**src/rtl/shadow_redir_pkg.sv**
```systemverilog
package shadow_redir_pkg;
  // Phase of the result-write sequencer.
  typedef enum logic [0:0] {
    WS_IDLE = 1'b0,
    WS_COPY = 1'b1
  } wseq_t;
endpackage

```
**src/rtl/ptr_bank.sv**
```systemverilog
module ptr_bank #(
  parameter int unsigned ADDR_W = 9,
  parameter int unsigned NPTR = 4,
  parameter logic [ADDR_W-1:0] WIN_BASE = 9'h1EC,
  localparam int unsigned SEL_W = (NPTR > 1) ? $clog2(NPTR) : 1
) (
  input  logic                   clk,
  input  logic                   rst,
  input  logic                   start,
  input  logic                   ld,
  input  logic [SEL_W-1:0]       ld_sel,
  input  logic [ADDR_W-1:0]      ld_val,
  output logic [NPTR*ADDR_W-1:0] ptrs_flat
);
  for (genvar g = 0; g < NPTR; g++) begin : g_ptr
    localparam logic [ADDR_W-1:0] HOME = WIN_BASE + ADDR_W'(g);
    logic [ADDR_W-1:0] p;

    always_ff @(posedge clk) begin
      if (rst || start) p <= HOME;
      else if (ld && (ld_sel == SEL_W'(g))) p <= ld_val;
    end

    assign ptrs_flat[g*ADDR_W +: ADDR_W] = p;


    home_after_start_chk: assert property (@(posedge clk) disable iff (rst)
      start |=> (p == HOME));


    load_lands_chk: assert property (@(posedge clk) disable iff (rst)
      (ld && !start && (ld_sel == SEL_W'(g))) |=> (p == $past(ld_val)));
  end
endmodule

```
**src/rtl/addr_resolve.sv**
```systemverilog
module addr_resolve #(
  parameter int unsigned ADDR_W = 9,
  parameter int unsigned NPTR = 4,
  parameter logic [ADDR_W-1:0] WIN_BASE = 9'h1EC,
  localparam int unsigned SEL_W = (NPTR > 1) ? $clog2(NPTR) : 1
) (
  input  logic [ADDR_W-1:0]      field,
  input  logic                   bypass,
  input  logic [NPTR*ADDR_W-1:0] ptrs_flat,
  output logic [ADDR_W-1:0]      eff,
  output logic                   hit,
  output logic                   moved
);
  localparam logic [ADDR_W-1:0] NPTR_A = ADDR_W'(NPTR);

  logic [ADDR_W-1:0] off;
  logic [SEL_W-1:0]  idx;
  logic              in_win;
  logic [ADDR_W-1:0] sel_ptr;

  assign off    = field - WIN_BASE;
  assign idx    = off[SEL_W-1:0];
  assign in_win = (field >= WIN_BASE) && (off < NPTR_A);

  always_comb begin
    sel_ptr = field;
    for (int k = 0; k < NPTR; k++) begin
      if (idx == SEL_W'(k)) sel_ptr = ptrs_flat[k*ADDR_W +: ADDR_W];
    end
  end

  assign hit   = in_win && !bypass;
  assign eff   = hit ? sel_ptr : field;
  assign moved = hit && (sel_ptr != field);
endmodule

```
**src/rtl/write_seq.sv**
```systemverilog
module write_seq
  import shadow_redir_pkg::*;
#(
  parameter int unsigned ADDR_W = 9
) (
  input  logic              clk,
  input  logic              rst,
  input  logic              accept,
  input  logic              wr_req,
  input  logic [ADDR_W-1:0] dst_field,
  input  logic              dst_moved,
  input  logic [ADDR_W-1:0] dst_eff,
  output logic              wr_en,
  output logic [ADDR_W-1:0] wr_addr,
  output logic              stall
);
  wseq_t             state;
  logic [ADDR_W-1:0] pend;

  always_ff @(posedge clk) begin
    if (rst) begin
      state   <= WS_IDLE;
      wr_en   <= 1'b0;
      wr_addr <= '0;
      stall   <= 1'b0;
      pend    <= '0;
    end else if (state == WS_COPY) begin
      // second write: copy the result to the pointed-to location
      state   <= WS_IDLE;
      wr_en   <= 1'b1;
      wr_addr <= pend;
      stall   <= 1'b0;
    end else begin
      wr_en   <= accept && wr_req;
      wr_addr <= dst_field;
      stall   <= accept && wr_req && dst_moved;
      pend    <= dst_eff;
      if (accept && wr_req && dst_moved) state <= WS_COPY;
    end
  end


  stall_single_chk: assert property (@(posedge clk) disable iff (rst)
    stall |=> !stall);


  copy_follows_chk: assert property (@(posedge clk) disable iff (rst)
    stall |=> wr_en);


  stall_cause_chk: assert property (@(posedge clk) disable iff (rst)
    stall |-> $past(accept && wr_req && dst_moved));
endmodule

```
**src/rtl/shadow_redir.sv**
```systemverilog
module shadow_redir #(
  parameter int unsigned ADDR_W = 9,
  parameter int unsigned NPTR = 4,
  parameter logic [ADDR_W-1:0] WIN_BASE = 9'h1EC,
  localparam int unsigned SEL_W = (NPTR > 1) ? $clog2(NPTR) : 1
) (
  input  logic              clk,
  input  logic              rst,
  input  logic              start,
  input  logic              issue,
  input  logic [ADDR_W-1:0] dst_field,
  input  logic [ADDR_W-1:0] src_field,
  input  logic              src_imm,
  input  logic              wr_req,
  input  logic              ptr_ld,
  input  logic [SEL_W-1:0]  ptr_sel,
  input  logic [ADDR_W-1:0] ptr_val,
  output logic              rd_valid,
  output logic [ADDR_W-1:0] src_addr,
  output logic [ADDR_W-1:0] dst_addr,
  output logic              wr_en,
  output logic [ADDR_W-1:0] wr_addr,
  output logic              stall
);
  logic [NPTR*ADDR_W-1:0] ptrs_flat;
  logic [ADDR_W-1:0]      src_eff, dst_eff;
  logic                   src_hit, src_moved, dst_hit, dst_moved;
  logic                   accept;

  assign accept = issue && !stall;

  ptr_bank #(.ADDR_W(ADDR_W), .NPTR(NPTR), .WIN_BASE(WIN_BASE)) u_ptrs (
    .clk(clk), .rst(rst), .start(start),
    .ld(ptr_ld), .ld_sel(ptr_sel), .ld_val(ptr_val),
    .ptrs_flat(ptrs_flat)
  );

  addr_resolve #(.ADDR_W(ADDR_W), .NPTR(NPTR), .WIN_BASE(WIN_BASE)) u_src_res (
    .field(src_field), .bypass(src_imm), .ptrs_flat(ptrs_flat),
    .eff(src_eff), .hit(src_hit), .moved(src_moved)
  );

  addr_resolve #(.ADDR_W(ADDR_W), .NPTR(NPTR), .WIN_BASE(WIN_BASE)) u_dst_res (
    .field(dst_field), .bypass(1'b0), .ptrs_flat(ptrs_flat),
    .eff(dst_eff), .hit(dst_hit), .moved(dst_moved)
  );

  write_seq #(.ADDR_W(ADDR_W)) u_wseq (
    .clk(clk), .rst(rst), .accept(accept), .wr_req(wr_req),
    .dst_field(dst_field), .dst_moved(dst_moved), .dst_eff(dst_eff),
    .wr_en(wr_en), .wr_addr(wr_addr), .stall(stall)
  );

  always_ff @(posedge clk) begin
    if (rst) begin
      rd_valid <= 1'b0;
      src_addr <= '0;
      dst_addr <= '0;
    end else begin
      rd_valid <= accept;
      if (accept) begin
        src_addr <= src_eff;
        dst_addr <= dst_eff;
      end
    end
  end


  stall_drops_issue_chk: assert property (@(posedge clk) disable iff (rst)
    stall |=> !rd_valid);


  src_pass_chk: assert property (@(posedge clk) disable iff (rst)
    (accept && (src_field < WIN_BASE)) |=> (src_addr == $past(src_field)));


  imm_pass_chk: assert property (@(posedge clk) disable iff (rst)
    (accept && src_imm) |=> (src_addr == $past(src_field)));


  dst_pass_chk: assert property (@(posedge clk) disable iff (rst)
    (accept && (dst_field < WIN_BASE)) |=> (dst_addr == $past(dst_field) && !stall));
endmodule

```
**config.mk**
```make
export PLATFORM = sky130hd
export DESIGN_NAME = shadow_redir
export DESIGN_NICKNAME = d
export VERILOG_FILES = /design/src/rtl/shadow_redir_pkg.sv /design/src/rtl/ptr_bank.sv /design/src/rtl/addr_resolve.sv /design/src/rtl/write_seq.sv /design/src/rtl/shadow_redir.sv
export SDC_FILE = /design/constraint.sdc
export NUM_CORES = 1
export LEC_CHECK = 0
export CORE_MARGIN = 2
export CORE_UTILIZATION = 56
export CTS_CLUSTER_SIZE = 16
export DETAILED_ROUTE_END_ITERATION = 6
export GPL_TIMING_DRIVEN = 0
export PLACE_DENSITY_LB_ADDON = 0.05
export SLEW_MARGIN = 20
export SYNTH_ARGS = -nofsm -noshare
export SYNTH_HDL_FRONTEND = slang
export SYNTH_SLANG_ARGS = --single-unit
```
**constraint.sdc**
```tcl
create_clock -name clk -period 4.2 [get_ports clk]
set_input_delay 0.84 -clock clk [delete_from_list [all_inputs] [get_ports clk]]
set_output_delay 0.84 -clock clk [all_outputs]
set_load 0.01 [all_outputs]
```
==> results.json, run 1 <==
{
  "die_w_um": 83.49,
  "cts_buffers": 9,
  "cts.sink_count": 75,
  "nets": 502,
  "synth_xor_area_frac": 0.02228,
  "setup_viol_count_final": 0,
  "cts-htree-levels": 3,
  "grtUsageTotal": 0.2843,
  "async_flop_share": 0,
  "fin_util": 0.7436,
  "yosysWarnings": 0,
  "vias": 3267,
  "synth_top_family_by_area": "simple AND/OR/NAND/NOR gates",
  "grt_antenna_before_repair": 0,
  "clk_latency_ns": 0.35,
  "required_ns": 4.42,
  "synth_compound_area_frac": 0.1372,
  "finalCriticalPeriod_ns": 2.699,
  "synthMuxAreaShare": 0.1467,
  "final_common_cell": "nand2_1",
  "crit_family": "buffers and inverters",
  "viasPerCell": 6.006,
  "synth_fa_ha_area_frac": 0.007072,
  "overflow": 0,
  "io_pins": 66,
  "diodes": 0,
  "clkTransAtPathRegs_ns": 0.08,
  "min_path_type": "register to register",
  "postCtsHoldBufs": 0,
  "status": "completed",
  "timing.final.crit_share": 0.6426,
  "endpoint_kind": "register",
  "cp_slowest_cell": "clkdlybuf4s50_1",
  "core_sq_um": 6026,
  "grt_max_degree": 13,
  "hold_violations": 0,
  "dieHeight_um": 83.49,
  "layout_common_cells": "nand2_1, dfxtp_1, clkdlybuf4s50_1, nand3_1, a21oi_1",
  "crit_path_start_kind": "primary input",
  "grt_pass1_vias": 3153,
  "cts_tree": "built",
  "rsz0062_at_grt": "false",
  "power.total_uw": 1607,
  "relSlewSlack": 0.5334,
  "drc_errors": 0,
  "syn_nets": 429,
  "netlist_area_sq_um": 3538,
  "ant_nets": 0,
  "slew_viol_final": 0,
  "drive_above_1_share": 0.09595,
  "arrival_ns": 2.92,
  "slowest_delay_ns": 0.58,
  "synth-simple-area-share": 0.2284,
  "ys_seq_area_frac": 0.4243,
  "firstDrtPassIters": 5,
  "whs_ns": 0.4587,
  "grt_pass1_wl_um": 15640,
  "syn2layout_area_growth_pct": 26.63,
  "placement.setup.worst_slack_ns": 1.188,
  "die_area_sq_um": 6971,
  "synth_edf_count": 0,
  "critPathBufInv": 2,
  "start_util": 0.5872,
  "place.gp.congestion": 0.9077,
  "setup_slack_ns": 1.501,
  "timing.setup.tns_ns": 0,
  "tightest_slew_ns": 0.6973,
  "rows": 28,
  "synth-seq-cells": 75,
  "power_density_nw_per_um2": 358.8,
  "p_leak_uw": 0.001721,
  "crit_path_cell_trace": "clkdlybuf4s50_1, ha_1, nand2b_2, a211o_1, clkbuf_1, o221ai_1, a21oi_1",
  "drtIter0Drc": 195,
  "synth_cell_types": 43,
  "max-cap-violations": 0,
  "hpwl_um": 6755,
  "clockBufferDepth": 2,
  "wirelength_um": 9463,
  "synth-main-ff-cell": "dfxtp_1",
  "syn_inst": 391,
  "post_cts_buffers": 0,
  "cts_root_buffer": "clkbuf_8",
  "ir_worst_vdd_v": 0.0002052,
  "avgSynthCellArea_sq_um": 9.050,
  "worstSetupPathType": "primary input to register",
  "max_freq_ghz": 0.3705,
  "io_buffers": 62,
  "post_cts_resized": 0,
  "crit_path_max_fanout": 9,
  "wl_per_cell_um": 17.40,
  "finClkSkew_ns": 0.006125
}
synthesized netlist by cell type, types with 2 or more instances:
| cell | instances | area, sq um |
|---|---|---|
| nand2b_1 | 4 | 25.02 |
| nand2_1 | 99 | 371.6 |
| a2111oi_2 | 2 | 30.03 |
| xor2_1 | 6 | 52.55 |
| mux4_2 | 13 | 292.8 |
| buf_1 | 3 | 11.26 |
| ha_1 | 2 | 25.02 |
| and3_1 | 2 | 12.51 |
| nand3b_1 | 2 | 15.01 |
| nor2b_1 | 3 | 18.77 |
| buf_2 | 3 | 15.01 |
| mux2i_1 | 20 | 200.2 |
| or2_2 | 3 | 18.77 |
| clkbuf_1 | 19 | 71.32 |
| nand3_1 | 32 | 160.2 |
| a21oi_1 | 31 | 155.2 |
| a211o_1 | 2 | 17.52 |
| nor2_1 | 20 | 75.07 |
| a211oi_1 | 11 | 82.58 |
| dfxtp_1 | 75 | 1501 |
| o221ai_1 | 3 | 26.28 |
| xnor2_1 | 3 | 26.28 |
| o211ai_1 | 13 | 97.59 |
area by class of cell:
cell class                 count  area (sq um)
multi-input combinational    288          1917
fill                         461          1545
sequential                    75          1501
timing repair buffer          62         620.6
clock buffer                  12         155.1
buffer                        27         116.4
tap                           75         93.84
clock inverter                 4         72.57
inverter                       1         3.754
tightest hold or removal path: cells and delay by family, from the launching register on:
kind,cells,cell delay [ns]
flops,1,0.31
simple gates,1,0.05
compound gates,1,0.05
cells by family (layout without fill, tap and decap cells):
| group | after synthesis | after routing |
|---|---|---|
| and+or+nand+nor | 174 | 174 |
| AOI/OAI and AO/OA | 69 | 69 |
| muxes | 34 | 34 |
| buffers and inverters | 28 | 106 |
| DFF | 75 | 75 |
| adders and majority gates | 2 | 2 |
| xor gates and xnor gates | 9 | 9 |
flip-flops by register name, summed over array words and instances, names as in the netlist:
| name | cells |
|---|---|
| u_wseq.wr_addr | 9 |
| u_wseq.pend | 9 |
| u_wseq.stall | 1 |
| rd_valid | 1 |
| dst_addr | 9 |
| u_ptrs.g_ptr.p | 36 |
| u_wseq.wr_en | 1 |
| src_addr | 9 |
report_power, final:
group / leakage [uW] / switching [uW] / total (uW) / internal, uW
clock network: 0.000113 / 267 / 633 / 366
registers: 0.000616 / 14.8 / 753 / 739
logic: 0.000992 / 113 / 221 / 108
metrics by stage:
step,area [sq um],std cells
finish,4481,544
global route,4481,544
CTS,4481,544
detailed placement,4253,528
global placement,4253,528
floorplan,3538,391
routing by layer:
layer | vias up | global-route usage | wire [um]
li1 | 1540 | - | -
met1 | 1563 | 0.3458 | 3908
met2 | 148 | 0.4956 | 4721
met3 | 16 | 0.06726 | 695
met4 | 0 | 0.09677 | 138
met5 | - | 0 | 0
final timing paths:
check                                    to    startpoint  cells after the start  slack (ns)
worst max register to register  dst_addr[0]  u_wseq.stall                      5        2.40
worst min-delay path            dst_addr[5]   dst_addr[5]                      2        0.46
worst max-delay path            dst_addr[0]  dst_field[2]                      7        1.50
worst min register to register  dst_addr[5]   dst_addr[5]                      2        0.46
(Power assumes the default switching activity.)
==> run 2, diff against run 1 <==
--- a/config.mk
+++ b/config.mk
@@ -6,7 +6,7 @@
 export NUM_CORES = 1
 export LEC_CHECK = 0
 export CORE_MARGIN = 2
-export CORE_UTILIZATION = 56
+export CORE_UTILIZATION = 47
 export CTS_CLUSTER_SIZE = 16
 export DETAILED_ROUTE_END_ITERATION = 6
 export GPL_TIMING_DRIVEN = 0
==> constraint.sdc (replaced) <==
create_clock -name clk -period 2.3 [get_ports clk]
set_input_delay 0.46 -clock clk [delete_from_list [all_inputs] [get_ports clk]]
set_output_delay 0.46 -clock clk [all_outputs]
set_load 0.01 [all_outputs]
==> results.json, run 2 (synthesized netlist as in run 1, its figures left out) <==
{
  "place.gp.congestion": 0.8884,
  "cts_root_buffer": "clkbuf_8",
  "start_util": 0.4878,
  "die_w_um": 90.77,
  "drive_above_1_share": 0.1000,
  "grt_pass1_vias": 2971,
  "clkTransAtPathRegs_ns": 0.08,
  "wl_per_cell_um": 17.09,
  "grt_pass1_wl_um": 15660,
  "core_sq_um": 7253,
  "p_clk_frac": 0.387,
  "slowest_delay_ns": 0.56,
  "drc_errors": 0,
  "cp_slowest_cell": "clkdlybuf4s50_1",
  "ant_nets": 0,
  "rows": 31,
  "die_area_sq_um": 8238,
  "overflow": 0,
  "fin_util": 0.6226,
  "finalCriticalPeriod_ns": 2.251,
  "relSlewSlack": 0.5013,
  "slew_viol_final": 0,
  "vias": 3112,
  "grt_antenna_before_repair": 0,
  "top_register": "u_ptrs.g_ptr.p",
  "tightest_slew_ns": 0.7448,
  "grt_busiest_layer": "met2",
  "grt_util_met3": 0.03339,
  "nets": 504,
  "endpoint_kind": "register",
  "viasPerCell": 5.469,
  "hpwl_um": 6984,
  "comb_power_share": 0.139,
  "power.total_uw": 2903,
  "use_met2": 0.4017,
  "status": "completed",
  "max_freq_ghz": 0.4442,
  "wirelength_um": 9724,
  "final_common_cell": "nand2_1",
  "worstSetupPathType": "primary input to register",
  "min_path_type": "register to register",
  "timing.setup.tns_ns": 0,
  "io_buffers": 62,
  "setup_viol_count_final": 0,
  "diodes": 0,
  "drtIter0Drc": 178,
  "syn2layout_area_growth_pct": 27.62,
  "crit_path_start_kind": "primary input",
  "grtUsageTotal": 0.2423,
  "ir_worst_vdd_v": 0.0003577,
  "crit_path_max_fanout": 9,
  "cts.sink_count": 75,
  "cts-htree-levels": 3,
  "clk_latency_ns": 0.36,
  "required_ns": 2.56,
  "intPower_uw": 2177,
  "firstDrtPassIters": 5,
  "seq_power_share": 0.474,
  "arrival_ns": 2.51,
  "finClkSkew_ns": 0.009556,
  "use_met1": 0.3208,
  "cts_buffers": 9,
  "dieHeight_um": 90.77,
  "rsz0062_at_grt": "false",
  "postCtsHoldBufs": 0,
  "layout_common_cells": "nand2_1, dfxtp_1, clkdlybuf4s50_1, nand3_1, a21oi_1",
  "crit_path_cell_trace": "clkdlybuf4s50_1, ha_1, nand4bb_1, a211o_1, clkbuf_1, mux2i_1, a211oi_1",
  "clockBufferDepth": 2,
  "timing.final.crit_share": 0.9788,
  "p_sw_uw": 726.8,
  "hold_violations": 0,
  "swShare": 0.2503,
  "io_pins": 66,
  "max-cap-violations": 0,
  "largest_register_ffs": 36,
  "p_leak_uw": 0.001736,
  "cts_tree": "built",
  "power_density_nw_per_um2": 643.0,
  "grt_max_degree": 13
}
-- run 2: cell types whose count changed in the layout (fill, tap and decap cells not counted), sizes merged --
cell | before | now
dlymetal6s2s | 0 | 1
clkinv | 2 | 3
clkbuf | 31 | 29
clkdlybuf4s50 | 62 | 61
buf | 8 | 10
-- run 2: worst max-delay path: cells and delay by family --
kind                       cells  cell delay [ns]
buffers and inverters          2             0.80
AOI/OAI and AO/OA              2             0.56
adders and majority gates      1             0.26
and+or+nand+nor                1             0.22
muxes                          1             0.21
-- run 2: worst paths after layout --
kind,startpoint,endpoint,slack [ns],cells after the start
hold / removal,dst_addr[6],dst_addr[6],0.46,2
setup reg to reg,u_wseq.stall,dst_addr[0],0.56,5
setup / recovery,src_field[3],src_addr[3],0.05,7
hold reg to reg,dst_addr[6],dst_addr[6],0.46,2
-- run 2: what timing repair did --
action                                  CTS  global route
setup buffers                             0             2
endpoints found under the hold margin     0             0
resized for setup                         0             1
endpoints found under the setup margin    0            14
-- run 2: metrics by stage --
stage	setup slack [ns]	hold WS, ns	instances	area, sq um
2_1_floorplan	0.4984	0.4399	391	3538
3_3_place_gp	-0.3516	0.4469	552	4283
3_5_place_dp	-0.3480	0.4530	552	4283
4_1_cts	0.005822	0.4638	567	4498
5_1_grt	0.001897	0.4820	569	4516
6_report	0.04871	0.4605	569	4516
-- run 2: per-layer routing --
metal  share of wire  wire length [um]  vias to the layer above
met1            0.45              4413                     1476
met3           0.044               431                       15
met5               0                 0                        -
met4           0.017               167                        0
li1                -                 -                     1539
met2            0.48              4711                       82
-- run 2: final cells by class --
cell class | instances | area, sq um
Buffer | 27 | 116.4
Clock buffer | 10 | 137.6
Clock inverter | 5 | 77.57
Fill cell | 687 | 2738
Inverter | 1 | 3.754
Multi-Input combinational cell | 288 | 1917
Sequential cell | 75 | 1501
Tap cell | 99 | 123.9
Timing Repair Buffer | 64 | 638.1
-- run 2: power groups by stage --
stage	Combinational [uW]	Sequential [uW]	Clock [uW]
6_report	403	1380	1120
5_1_grt	437	1380	1190
4_1_cts	404	1380	1140
3_5_place_dp	400	1410	0
3_3_place_gp	398	1400	0
2_1_floorplan	197	1410	0
